<file path="config.mk">
export PLATFORM = sky130hd
export DESIGN_NAME = scan_dec
export DESIGN_NICKNAME = d
export VERILOG_FILES = /design/src/rtl/scan_dec_pkg.sv /design/src/rtl/scan_dec_pos.sv /design/src/rtl/scan_dec_hold.sv /design/src/rtl/scan_dec.sv
export SDC_FILE = /design/constraint.sdc
export NUM_CORES = 1
export LEC_CHECK = 0
export BUFFER_PORTS_ARGS = -buffer_cell sky130_fd_sc_hd__buf_2
export CAP_MARGIN = 10
export CORE_UTILIZATION = 50
export DETAILED_ROUTE_END_ITERATION = 12
export PLACE_DENSITY_LB_ADDON = 0.12
export SYNTH_ARGS = -nofsm -noshare
export SYNTH_HDL_FRONTEND = slang
export SYNTH_SLANG_ARGS = --single-unit
</file>
<file path="constraint.sdc">
create_clock -name clk_i -period 2.4 [get_ports clk_i]
set_input_delay 0.12 -clock clk_i [delete_from_list [all_inputs] [get_ports clk_i]]
set_output_delay 0.12 -clock clk_i [all_outputs]
set_load 0.005 [all_outputs]
</file>
<file path="src/rtl/scan_dec_pkg.sv">
package scan_dec_pkg;

  typedef struct packed {
    logic keep;
    logic last;
  } pos_dec_t;

endpackage

</file>
<file path="src/rtl/scan_dec_pos.sv">
module scan_dec_pos
  import scan_dec_pkg::*;
#(
  parameter int MAX_CH = 16,
  parameter int CH_W   = $clog2(MAX_CH + 1),
  parameter int SKIP_W = 8
) (
  input  logic              clk_i,
  input  logic              rst_ni,
  input  logic              restart_i,
  input  logic [CH_W-1:0]   len_i,
  input  logic [SKIP_W-1:0] skip_i,
  input  logic              advance_i,
  output pos_dec_t          dec_o
);

  localparam logic [CH_W-1:0] LEN_MAX = CH_W'(MAX_CH);
  localparam logic [CH_W-1:0] LEN_ONE = CH_W'(1);

  logic [CH_W-1:0]   len_q, len_clamped, chan_q;
  logic [SKIP_W-1:0] skip_q, scan_q;
  logic              chan_wrap;

  always_comb begin
    if (len_i == '0)          len_clamped = LEN_ONE;
    else if (len_i > LEN_MAX) len_clamped = LEN_MAX;
    else                      len_clamped = len_i;
  end

  assign chan_wrap = (chan_q == len_q - LEN_ONE);

  always_ff @(posedge clk_i or negedge rst_ni) begin
    if (!rst_ni) begin
      len_q  <= LEN_ONE;
      skip_q <= '0;
      chan_q <= '0;
      scan_q <= '0;
    end else if (restart_i) begin
      len_q  <= len_clamped;
      skip_q <= skip_i;
      chan_q <= '0;
      scan_q <= '0;
    end else if (advance_i) begin
      if (chan_wrap) begin
        chan_q <= '0;
        scan_q <= (scan_q == skip_q) ? '0 : scan_q + SKIP_W'(1);
      end else begin
        chan_q <= chan_q + LEN_ONE;
      end
    end
  end

  assign dec_o.keep = (scan_q == '0);
  assign dec_o.last = (scan_q == '0) && chan_wrap;

endmodule

</file>
<file path="src/rtl/scan_dec_hold.sv">
module scan_dec_hold #(
  parameter int DATA_W = 16
) (
  input  logic              clk_i,
  input  logic              rst_ni,
  input  logic              flush_i,
  input  logic              load_i,
  input  logic [DATA_W-1:0] data_i,
  input  logic              last_i,
  input  logic              ready_i,
  output logic              free_o,
  output logic              valid_o,
  output logic [DATA_W-1:0] data_o,
  output logic              last_o
);

  logic              valid_q, last_q;
  logic [DATA_W-1:0] data_q;

  always_ff @(posedge clk_i or negedge rst_ni) begin
    if (!rst_ni) begin
      valid_q <= 1'b0;
      data_q  <= '0;
      last_q  <= 1'b0;
    end else begin
      if (flush_i)      valid_q <= 1'b0;
      else if (load_i)  valid_q <= 1'b1;
      else if (ready_i) valid_q <= 1'b0;
      if (load_i) begin
        data_q <= data_i;
        last_q <= last_i;
      end
    end
  end

  assign free_o  = !valid_q || ready_i;
  assign valid_o = valid_q;
  assign data_o  = data_q;
  assign last_o  = last_q;

endmodule

</file>
<file path="src/rtl/scan_dec.sv">
module scan_dec
  import scan_dec_pkg::*;
#(
  parameter int DATA_W = 16,
  parameter int MAX_CH = 16,
  parameter int CH_W   = $clog2(MAX_CH + 1),
  parameter int SKIP_W = 8
) (
  input  logic              clk_i,
  input  logic              rst_ni,
  input  logic              restart_i,
  input  logic [CH_W-1:0]   scan_len_i,
  input  logic [SKIP_W-1:0] skip_cnt_i,
  input  logic              in_valid_i,
  output logic              in_ready_o,
  input  logic [DATA_W-1:0] in_data_i,
  output logic              out_valid_o,
  input  logic              out_ready_i,
  output logic [DATA_W-1:0] out_data_o,
  output logic              out_last_o
);

  pos_dec_t dec;
  logic     hold_free, in_fire, load;

  // drop positions never wait on the sink
  assign in_ready_o = !restart_i && (!dec.keep || hold_free);
  assign in_fire    = in_valid_i && in_ready_o;
  assign load       = in_fire && dec.keep;

  scan_dec_pos #(
    .MAX_CH(MAX_CH), .CH_W(CH_W), .SKIP_W(SKIP_W)
  ) u_pos (
    .clk_i     (clk_i),
    .rst_ni    (rst_ni),
    .restart_i (restart_i),
    .len_i     (scan_len_i),
    .skip_i    (skip_cnt_i),
    .advance_i (in_fire),
    .dec_o     (dec)
  );

  scan_dec_hold #(.DATA_W(DATA_W)) u_hold (
    .clk_i   (clk_i),
    .rst_ni  (rst_ni),
    .flush_i (restart_i),
    .load_i  (load),
    .data_i  (in_data_i),
    .last_i  (dec.last),
    .ready_i (out_ready_i),
    .free_o  (hold_free),
    .valid_o (out_valid_o),
    .data_o  (out_data_o),
    .last_o  (out_last_o)
  );

endmodule

</file>
==> impl_metrics.yaml, run 1 <==
timing:
  slew_headroom: 0.353
  setup_ws_ns: 0.153
  tightestPinTransition_ns: 0.970
  timing.final.max_slew_violations: 0
  clock_skew_ns: 0.00591
  tns_ns: 0
  setup_viol: 0
  min_period_ns: 2.25
  post-route-period-util: 0.936
  whs_ns: -0.0201
  rsz0062_at_grt: "no"
  max_clock_freq_mhz: 445
  hold_viol: 43
cells_and_area:
  final_cells: 294
  seq_area_um2: 1100
  area_growth_pct: 19.2
  nets: 281
  drive_above_1_share: 0.398
  fillers: 336
  multi_input_area_um2: 1080
  antenna_cells: 0
global_route:
  grt.overflow.total: 0
  grt_pass1_wl_mm: 6.48
  grt_max_degree: 45
  antenna_found_initial: 0
  grt_use_total: 0.190
  grt_pass1_vias: 1385
drt:
  drt_iter0_markers: 76
  viasPerCell: 5.42
  drc: 0
  dr.pass1.iters: 4
  wl_per_cell_um: 14.3
  routed_wl_mm: 4.22
  via_count: 1593
  ant_nets: 0
die:
  coreArea_um2: 4140
  start_util: 0.540
  rows: 23
  dieHeight_um: 68.9
  die_w_um: 68.9
  ios: 53
  dieArea_um2: 4750
yosys:
  syn_avg_cell_area_um2: 12.0
  netlist_area_um2: 2240
  syn_inst: 187
  ys_types: 40
  synth_flop_cell: "dfrtp_1"
  ys_ff_latch: 44
  seq_area_frac_synth: 0.492
  yosys-top-cells-area: "dfrtp_1 48%, mux2_2 9.1%, mux2_4 4.7%"
  synth_edf_count: 0
  syn_nets: 225
  yosys_warnings: 0
  async_flop_share: 1.00
  netlist.area_leader.share: 0.480
  yosys.area.top_type: "dfrtp_1"
power:
  p_total_mw: 1.80
  p_leak_nw: 1.23
  vdd_drop_max_uv: 426
  p_per_area_nw_per_um2: 672
setup_path:
  path_delay_family: "simple AND/OR/NAND/NOR gates"
  cp-start-kind: "flop"
  critPathMaxFanout: 10
  crit_arrival_ns: 2.42
  path_cells: "inv_1, ha_1, or4b_4, o31ai_4, a21oi_1, nand2_1, o32ai_1"
  cp_slowest_cell: "or4b_4"
  cp-end-kind: "flop"
  worstReg2RegStart: "u_pos.scan_q[0]$_DFFE_PN0P_"
  path_class: "flop to flop"
  crit_cells: 7
  slowest_delay_ns: 0.50
  worstRegToRegCells: 7
  crit_path_start: "u_pos.scan_q[0]$_DFFE_PN0P_"
  cp_data_required_time_ns: 2.57
  r2r_end: "u_pos.scan_q[4]$_DFFE_PN0P_"
  regToRegSetupSlack_ns: 0.15
  worst-path-buf-inv: 1
outcome:
  status: "complete, but fails checks"
  violations: "negative hold slack"
placed_design:
  routabilityCongestion: 0.763
  hpwl_mm: 2.99
  preCtsSetupSlack_ns: 0.194
  placed_cells: 286
  portBuffers: 52
clocking:
  cts-root-buf: "clkbuf_8"
  clock_path_buffers: 2
  cts_tree: "built"
  post_cts_buffers: 0
  cts.clk_slew.worst_paths_ns: 0.08
  numCtsBuffers: 5
  clk_latency_ns: 0.29
  cts_sinks: 44
  ctsHoldBuffers: 0
  htree_num_levels: 2
  post_cts_resized: 0
flow_run:
  cap_violations: 0
worst_hold_path:
  hold_path.class: "primary input to asynchronous set/reset pin"
==> cell usage after synthesis, drive strengths merged, types with 3 or more instances <==
master,number
clkbuf,3
o32ai,6
nor2,6
nand2b,6
a211oi,7
inv,7
nand3b,4
nand2,13
xor2,12
nand3,7
dfrtp,43
o31ai,5
o21ai,8
ha,4
mux2,25
xnor2,3
nor3,4
==> cells in the final DEF (no fill, tap or decap), drive strengths merged <==
cell,Yosys,layout
dfrtp,43,43
and3b,1,1
a21oi,1,1
and2b,2,2
nand3,7,7
xor2,12,12
nand2b,6,6
mux2,25,25
xnor2,3,3
or4b,1,1
inv,7,7
o31ai,5,5
o21a,1,1
o32ai,6,6
buf,2,54
o21ai,8,8
nand4bb,1,1
bufinv,0,1
nor3,4,4
nor3b,2,2
nor2,6,6
o311ai,1,1
a211oi,7,7
or3,1,1
or2b,2,2
nand2,13,13
clkbuf,3,7
nand3b,4,4
nor4,2,2
nor2b,2,2
ha,4,4
mux2i,1,1
or2,2,2
o311a,1,1
dfstp,1,1
==> metrics by stage <==
step	hold slack [ns]	cell area [um^2]	util
3_5_place_dp	0.330	2540	0.614
2_1_floorplan	-0.176	2240	-
4_1_cts	0.0138	2670	0.644
5_1_grt	0.0401	2670	0.644
3_3_place_gp	0.339	2540	0.614
6_report	-0.0201	2670	0.644
==> registers in the layout, indices dropped and copies added, names as in the netlist <==
register	flops
u_hold.valid_o	1
u_hold.data_o	16
u_pos.len_q	5
u_pos.scan_q	8
u_hold.last_o	1
u_pos.skip_q	8
u_pos.chan_q	5
==> how the worst max path moves through the flow <==
| stage | endpoint |
|---|---|
| 2_1_floorplan | u_pos.scan_q[4]$_DFFE_PN0P_ |
| 3_3_place_gp | u_pos.scan_q[4]$_DFFE_PN0P_ |
| 6_report | u_pos.scan_q[4]$_DFFE_PN0P_ |
| 3_5_place_dp | u_pos.scan_q[6]$_DFFE_PN0P_ |
| 5_1_grt | u_pos.scan_q[7]$_DFFE_PN0P_ |
| 4_1_cts | u_pos.scan_q[6]$_DFFE_PN0P_ |
==> layer usage <==
layer | track usage | share of wire | vias up
met5 | 0 | 0 | -
met4 | 0.0765 | 0.013 | 0
met3 | 0.0395 | 0.033 | 6
met2 | 0.299 | 0.48 | 35
met1 | 0.254 | 0.47 | 769
li1 | - | - | 783
==> kinds of logic after synthesis <==
logic type                 share of synthesized area
and+or+nand+nor                                0.151
xor gates and xnor gates                      0.0587
AOI/OAI and AO/OA                              0.107
adders and majority gates                     0.0223
buffers and inverters                         0.0268
muxes                                          0.142
DFF                                            0.492
==> where the power goes <==
group	switching, mW	leakage, nW	internal [mW]
logic	0.134	0.618	0.174
registers	0.0503	0.550	0.825
clock network	0.245	0.0645	0.367
total	0.429	1.23	1.37
==> area by class of cell <==
type                            count  area share
Multi-Input combinational cell    131       0.403
Tap cell                           50      0.0234
Sequential cell                    44       0.413
Clock buffer                        7      0.0361
Clock inverter                      1      0.0112
Timing Repair Buffer               54       0.103
Inverter                            7     0.00984
Power figures use the tool's default switching activity.
==> run 2: changes to the inputs <==
Settings changed: REMOVE_ABC_BUFFERS set to 1.
==> impl_metrics.yaml, run 2 (same netlist as run 1, synthesis figures left out) <==
outcome:
  status: "complete, but fails checks"
  violations: "negative hold slack"
clocking:
  post_cts_buffers: 0
  cts.clk_slew.worst_paths_ns: 0.09
  htree_num_levels: 2
  cts-root-buf: "clkbuf_8"
  cts_sinks: 44
  clk_latency_ns: 0.30
  cts_tree: "built"
  post_cts_resized: 0
  numCtsBuffers: 5
  clock_path_buffers: 2
  ctsHoldBuffers: 0
power:
  p_leak_nw: 1.21
  intPower_mw: 1.21
  p_total_mw: 1.65
  vdd_drop_max_uv: 352
  power_switching_mw: 0.445
  swShare: 0.270
  p_per_area_nw_per_um2: 625
  comb_power_share: 0.186
  p_seq_frac: 0.529
  clkPwrFrac: 0.285
timing:
  whs_ns: -0.0295
  setup_viol: 0
  max_clock_freq_mhz: 459
  tns_ns: 0
  min_period_ns: 2.18
  clock_skew_ns: 0.0106
  slew_headroom: 0.355
  timing.final.max_slew_violations: 0
  tightestPinTransition_ns: 0.968
  post-route-period-util: 0.908
  hold_viol: 43
  rsz0062_at_grt: "no"
die:
  die_w_um: 68.9
  coreArea_um2: 4140
  ios: 53
  start_util: 0.540
  rows: 23
  dieArea_um2: 4750
  dieHeight_um: 68.9
drt:
  routed_wl_mm: 4.13
  dr.pass1.iters: 4
  viasPerCell: 5.27
  drt_iter0_markers: 53
  via_count: 1556
  ant_nets: 0
  drc: 0
  wl_per_cell_um: 14.0
cells_and_area:
  finish.utilization: 0.638
  area_growth_pct: 18.0
  final_cell_mix: "52 x buf_2, 43 x dfrtp_1, 18 x mux2_2, 13 x nand2_1, 12 x xor2_1"
  largest_reg_flops: 16
  fillers: 362
  antenna_cells: 0
  nets: 282
  seq_area_um2: 1100
  layout_commonest_cell: "buf_2"
  postLayoutCellArea_um2: 2640
  drive_above_1_share: 0.400
  multi_input_area_um2: 1080
placed_design:
  placed_area_um2: 2550
  portBuffers: 52
  hpwl_mm: 2.91
  routabilityCongestion: 0.803
setup_path:
  path_class: "flop to flop"
  slowest_delay_ns: 0.50
  worstReg2RegStart: "u_pos.scan_q[0]$_DFFE_PN0P_"
  cp_data_required_time_ns: 2.57
  r2r_end: "u_pos.scan_q[4]$_DFFE_PN0P_"
  path_cells: "inv_1, ha_1, or4b_4, o31ai_4, a21oi_1, nand2_1, o32ai_1"
  critPathMaxFanout: 11
  crit_arrival_ns: 2.35
  cp_slowest_cell: "or4b_4"
  worstRegToRegCells: 7
  cp-end-kind: "flop"
  worst-path-buf-inv: 1
  regToRegSetupSlack_ns: 0.22
  cp-start-kind: "flop"
  path_delay_family: "simple AND/OR/NAND/NOR gates"
global_route:
  grt_use_total: 0.189
  antenna_found_initial: 0
  grt.overflow.total: 0
  grt_pass1_vias: 1341
  grt_max_degree: 45
  grt_pass1_wl_mm: 6.41
flow_run:
  cap_violations: 0
worst_hold_path:
  hold_path.class: "primary input to asynchronous set/reset pin"
-- run 2: changes by cell type in the layout (fill, tap and decap cells not counted), sizes merged --
cell,change
clkinvlp,+2
clkbuf,-2
buf,+1
clkinv,+1
bufinv,-1
-- run 2: worst max path at each step --
stage | startpoint | end | slack, ns | depth (start not counted)
2_1_floorplan | u_pos.scan_q[0]$_DFFE_PN0P_ | u_pos.scan_q[6]$_DFFE_PN0P_ | 0.33 | 7
3_3_place_gp | u_pos.scan_q[0]$_DFFE_PN0P_ | u_pos.scan_q[6]$_DFFE_PN0P_ | 0.22 | 7
3_5_place_dp | u_pos.scan_q[0]$_DFFE_PN0P_ | u_pos.scan_q[6]$_DFFE_PN0P_ | 0.22 | 7
4_1_cts | u_pos.scan_q[0]$_DFFE_PN0P_ | u_pos.scan_q[4]$_DFFE_PN0P_ | 0.18 | 7
5_1_grt | u_pos.scan_q[0]$_DFFE_PN0P_ | u_pos.scan_q[6]$_DFFE_PN0P_ | 0.03 | 7
6_report | u_pos.scan_q[0]$_DFFE_PN0P_ | u_pos.scan_q[4]$_DFFE_PN0P_ | 0.22 | 7
-- run 2: routing by layer --
layer  GRT usage  vias up  part of all wire
li1            -      792                 -
met4      0.0689        0             0.014
met3      0.0559        6             0.037
met5           0        -                 0
met2       0.282       28              0.46
met1       0.260      730              0.49
-- run 2: final cells by class --
type                       count  area share
clock inverter                 3     0.00899
sequential                    44       0.417
tap                           50      0.0237
clock buffer                   5      0.0260
multi-input combinational    131       0.407
inverter                       7     0.00994
timing repair buffer          55       0.107
-- run 2: per-stage QoR --
step / instances / setup slack [ns]
after CTS: 295 / 0.182
after floorplan: 182 / 0.326
after global routing: 295 / 0.0341
after detailed placement: 287 / 0.216
final: 295 / 0.221
after global placement: 287 / 0.221
-- run 2: power by group through the flow --
stage | Clock (mW) | Sequential, mW | Combinational, mW
global route | 0.522 | 0.887 | 0.350
detailed placement | 0 | 0.889 | 0.312
global placement | 0 | 0.887 | 0.310
finish | 0.470 | 0.874 | 0.307
floorplan | 0 | 0.890 | 0.172
CTS | 0.492 | 0.874 | 0.314
